**config.mk**
```make
export PLATFORM = sky130hd
export DESIGN_NAME = ramp_idx_seq
export DESIGN_NICKNAME = d
export VERILOG_FILES = /design/src/rtl/ramp_idx_pkg.sv /design/src/rtl/ridx_cmd_slot.sv /design/src/rtl/ridx_next_calc.sv /design/src/rtl/ridx_state.sv /design/src/rtl/ramp_idx_seq.sv
export SDC_FILE = /design/constraint.sdc
export NUM_CORES = 1
export LEC_CHECK = 0
export CORE_AREA = 5 5 42 44
export DETAILED_ROUTE_END_ITERATION = 7
export DIE_AREA = 0 0 47 49
export DONT_BUFFER_PORTS = 1
export PLACE_DENSITY = 0.3
export REMOVE_ABC_BUFFERS = 1
export SETUP_SLACK_MARGIN = 0.15
export SYNTH_ARGS = -nofsm -noshare
export SYNTH_HDL_FRONTEND = slang
export SYNTH_SLANG_ARGS = --single-unit
```
**constraint.sdc**
```tcl
create_clock -name clk -period 4.1 [get_ports clk]
set_clock_uncertainty 0.2 [all_clocks]
set_input_delay 0.205 -clock clk [delete_from_list [all_inputs] [get_ports clk]]
set_output_delay 0.205 -clock clk [all_outputs]
set_load 0.05 [all_outputs]
```
**src/rtl/ramp_idx_pkg.sv**
```systemverilog
package ramp_idx_pkg;

  localparam int CMD_W = 2;

  typedef enum logic [CMD_W-1:0] {
    IDX_TOGGLE  = 2'd0,
    IDX_FORCE_B = 2'd1,
    IDX_FORCE_A = 2'd2,
    IDX_HOLD    = 2'd3
  } ridx_cmd_e;

  localparam logic IDX_CYCLE_A = 1'b0;
  localparam logic IDX_CYCLE_B = 1'b1;

endpackage

```
**src/rtl/ridx_cmd_slot.sv**
```systemverilog
// Holds one pending override command until an update consumes it.
module ridx_cmd_slot #(
  parameter int W = 2
) (
  input  logic         clk,
  input  logic         rst,
  input  logic         consume_i,
  input  logic         wr_i,
  input  logic [W-1:0] wdata_i,
  output logic [W-1:0] pend_o
);

  logic load;

  // A zero write is not a command and leaves the slot untouched.
  assign load = wr_i && (wdata_i != '0);

  always_ff @(posedge clk) begin
    if (rst) begin
      pend_o <= '0;
    end else if (load) begin
      // A new write wins over consumption: it stays queued for the next update.
      pend_o <= wdata_i;
    end else if (consume_i) begin
      pend_o <= '0;
    end
  end

endmodule

```
**src/rtl/ridx_next_calc.sv**
```systemverilog
// Next index value chosen from the current index and the pending command.
module ridx_next_calc
  import ramp_idx_pkg::*;
(
  input  logic      cur_i,
  input  ridx_cmd_e cmd_i,
  output logic      nxt_o
);

  always_comb begin
    unique case (cmd_i)
      IDX_FORCE_B: nxt_o = IDX_CYCLE_B;
      IDX_FORCE_A: nxt_o = IDX_CYCLE_A;
      IDX_HOLD:    nxt_o = cur_i;
      default:     nxt_o = ~cur_i;
    endcase
  end

endmodule

```
**src/rtl/ridx_state.sv**
```systemverilog
// Index register; it only moves on an update strobe.
module ridx_state
  import ramp_idx_pkg::*;
(
  input  logic clk,
  input  logic rst,
  input  logic adv_i,
  input  logic nxt_i,
  output logic idx_o
);

  always_ff @(posedge clk) begin
    if (rst) begin
      idx_o <= IDX_CYCLE_A;
    end else if (adv_i) begin
      idx_o <= nxt_i;
    end
  end

endmodule

```
**src/rtl/ramp_idx_seq.sv**
```systemverilog
module ramp_idx_seq
  import ramp_idx_pkg::*;
(
  input  logic             clk,
  input  logic             rst,
  input  logic             upd_i,
  input  logic             cmd_wr_i,
  input  logic [CMD_W-1:0] cmd_wdata_i,
  output logic             idx_o,
  output logic [CMD_W-1:0] cmd_pend_o
);

  logic [CMD_W-1:0] pend_q;
  logic             idx_q;
  logic             idx_nxt;

  ridx_cmd_slot #(.W(CMD_W)) u_slot (
    .clk       (clk),
    .rst       (rst),
    .consume_i (upd_i),
    .wr_i      (cmd_wr_i),
    .wdata_i   (cmd_wdata_i),
    .pend_o    (pend_q)
  );

  ridx_next_calc u_calc (
    .cur_i (idx_q),
    .cmd_i (ridx_cmd_e'(pend_q)),
    .nxt_o (idx_nxt)
  );

  ridx_state u_state (
    .clk   (clk),
    .rst   (rst),
    .adv_i (upd_i),
    .nxt_i (idx_nxt),
    .idx_o (idx_q)
  );

  assign idx_o      = idx_q;
  assign cmd_pend_o = pend_q;

endmodule

```
==> results.json <==
{
  "dieArea_um2": 2300,
  "min_path_type": "input port to flop",
  "tightestPinTransition_ps": 610,
  "start_util_pct": 11.5,
  "h-tree-depth": 1,
  "drt_wl_total_um": 425,
  "arrival_ps": 1840,
  "via_per_inst": 3.95,
  "power_frac_comb_pct": 11.2,
  "cap_violations": 0,
  "fin_cells": 43,
  "io_pins": 9,
  "ys_ff_latch": 3,
  "setup_viol": 0,
  "first_global_vias": 182,
  "gp_congestion": 0.653,
  "dp.cells": 34,
  "grt_usage_pct": 4.79,
  "insertion_delay_ps": 230,
  "synth_edf_count": 0,
  "clock_sink_count": 3,
  "rsz0062_at_grt": "no",
  "die_h_um": 49,
  "antenna_found_initial": 0,
  "final_area_um2": 258,
  "yosys.area.top_type": "dfxtp_1",
  "wl_per_cell_um": 9.88,
  "drt_drc_violations_left": 0,
  "antennaDiodeCount": 0,
  "chipWidth_um": 47,
  "grt_overflow_total": 0,
  "core_um2": 1400,
  "slew_headroom_pct": 59.3,
  "internal_power_uw": 74.6,
  "syn_to_final_growth_pct": 59.7,
  "cpMaxStageDelayCell": "dfxtp_1",
  "yosysWarnings": 0,
  "clkTransAtPathRegs_ps": 30,
  "placed_area_um2": 181,
  "cts_buffers": 3,
  "async_flop_share_pct": 0,
  "path_class": "flop to flop",
  "synth_top_family_by_area": "simple AND/OR/NAND/NOR gates",
  "slew_violations": 0,
  "synthCells": 18,
  "cp_slowest_stage_delay_ps": 680,
  "p_per_area_nw_per_um2": 396,
  "nNetsFinal": 36,
  "ctsResizeCount": 0,
  "grt_max_degree": 5,
  "portBuffers": 0,
  "clk_path_buf_depth": 2,
  "via_count": 170,
  "crit_chain": "inv_1 -> ha_1 -> nor2_4 -> or3_1 -> a21oi_1",
  "dp_hpwl_um": 302,
  "clkPwrFrac_pct": 49.5,
  "sequentialPowerShare_pct": 39.3,
  "cts_tree": "built",
  "hold_viol": 0,
  "grt_pass1_wl_um": 683,
  "swShare_pct": 27.0,
  "fmax_mhz": 533,
  "detail_route.first_pass.iterations": 2,
  "power_leakage_nw": 0.103,
  "path_max_fanout": 4,
  "vdd_ir_drop_max_uv": 182,
  "end_kind": "flop",
  "syn_area_um2": 161,
  "synth_top_area_share_pct": 37.2,
  "yosys-top-cells-area": "dfxtp_1 37%, ha_1 16%, a21oi_1 9.3%",
  "netSwitchingPower_uw": 27.6,
  "synth_mux_area_share_pct": 0,
  "cts_root_buf": "clkbuf_4",
  "finalCritPeriodShare_pct": 45.7,
  "avgSynthCellArea_um2": 8.97,
  "drt_iter0_markers": 2,
  "tns_ps": 0,
  "drive_gt1_share_pct": 14.8,
  "synth_cell_types": 11,
  "synth_xor_area_share_pct": 0,
  "startpoint_type": "flop",
  "final_antenna_net_count": 0,
  "synth_common_cells": "3 x a21oi_1, 3 x dfxtp_1, 2 x ha_1, 2 x nand2_1, 2 x nand3b_1",
  "placementRows": 14,
  "cp.required_ps": 4060,
  "synth_fa_ha_area_share_pct": 15.5,
  "synth_compound_area_share_pct": 12.4,
  "status": "finished, final reports clean",
  "synth_simple_gate_area_share_pct": 32.6,
  "synth_flop_cell": "dfxtp_1",
  "seq_area_frac_synth_pct": 37.2,
  "fin_crit_ps": 1880
}
==> repair_timing <==
item,4_1_cts,5_1_grt
buffers inserted,0,0
hold buffers,5,0
endpoints found under the hold margin,3,0
==> cell type report <==
| class | count | area [µm²] |
|---|---|---|
| well taps | 16 | 20.0 |
| clock buffers | 4 | 26.3 |
| repair buffers | 5 | 50.0 |
| fillers | 164 | 1140 |
| multi-input cells | 14 | 97.6 |
| flip-flops and latches | 3 | 60.1 |
| inverters | 1 | 3.75 |
==> kinds of logic (layout without fill, tap and decap cells) <==
logic type / count (synthesis) / after routing
buffers and inverters: 1 / 10
AO/OA/AOI/OAI: 4 / 4
flip-flops: 3 / 3
AND/OR/NAND/NOR: 8 / 8
adder cells (fa/ha/maj): 2 / 2
==> cell usage in the layout (no fill, tap or decap), types with 2 or more instances in the layout <==
cell type,instances
ha_1,2
dlygate4sd3_1,5
clkbuf_4,3
nand3b_1,2
dfxtp_1,3
nand2_1,2
a21oi_1,3
==> layer usage <==
metal	wire length (µm)	part of all wire [%]	GRT usage (%)
met3	75	18	6.27
met5	0	0	0
met1	193	45	4.17
met4	0	0	2.76
met2	155	36	5.88
==> sequential cells by signal (all words and copies together) (netlist names) <==
| name | cells |
|---|---|
| u_slot.pend_o | 2 |
| u_state.idx_o | 1 |
==> stage by stage <==
stage | worst slack (ps) | util, % | total power, mW | hold slack (ps)
4_1_cts | 2220 | 18.4 | 0.104 | 8.56
6_report | 2220 | 18.4 | 0.102 | 14.9
3_3_place_gp | 2270 | 12.9 | 0.0472 | 75.3
5_1_grt | 2140 | 18.4 | 0.109 | 52.6
2_1_floorplan | 2320 | - | 0.0463 | 74.1
3_5_place_dp | 2250 | 12.9 | 0.0477 | 76.5
==> critical path, delay by kind of cell (launching register included) <==
family,cells,cell delay (ps)
DFF,1,680
AOI/OAI and AO/OA,1,140
buffers and inverters,1,100
and+or+nand+nor,2,320
adders and majority gates,1,360
==> power by group through the flow <==
| stage | clock network [mW] | registers (mW) | logic, mW |
|---|---|---|---|
| 2_1_floorplan | 0 | 0.0398 | 0.00648 |
| 3_3_place_gp | 0 | 0.0404 | 0.00678 |
| 3_5_place_dp | 0 | 0.0406 | 0.00715 |
| 4_1_cts | 0.0527 | 0.0402 | 0.0113 |
| 5_1_grt | 0.0556 | 0.0405 | 0.0127 |
| 6_report | 0.0506 | 0.0401 | 0.0114 |
==> path summary, 6_finish.rpt <==
check | endpoint | slack (ps) | startpoint | depth (start not counted)
setup / recovery | u_state.idx_o | 2220 | u_slot.pend_o[1] | 5
hold / removal | u_slot.pend_o[1] | 10 | cmd_wr_i | 3
setup reg to reg | u_state.idx_o | 2220 | u_slot.pend_o[1] | 5
hold reg to reg | u_state.idx_o | 550 | u_state.idx_o | 2
Note: power is estimated with default switching activity, not from simulation.
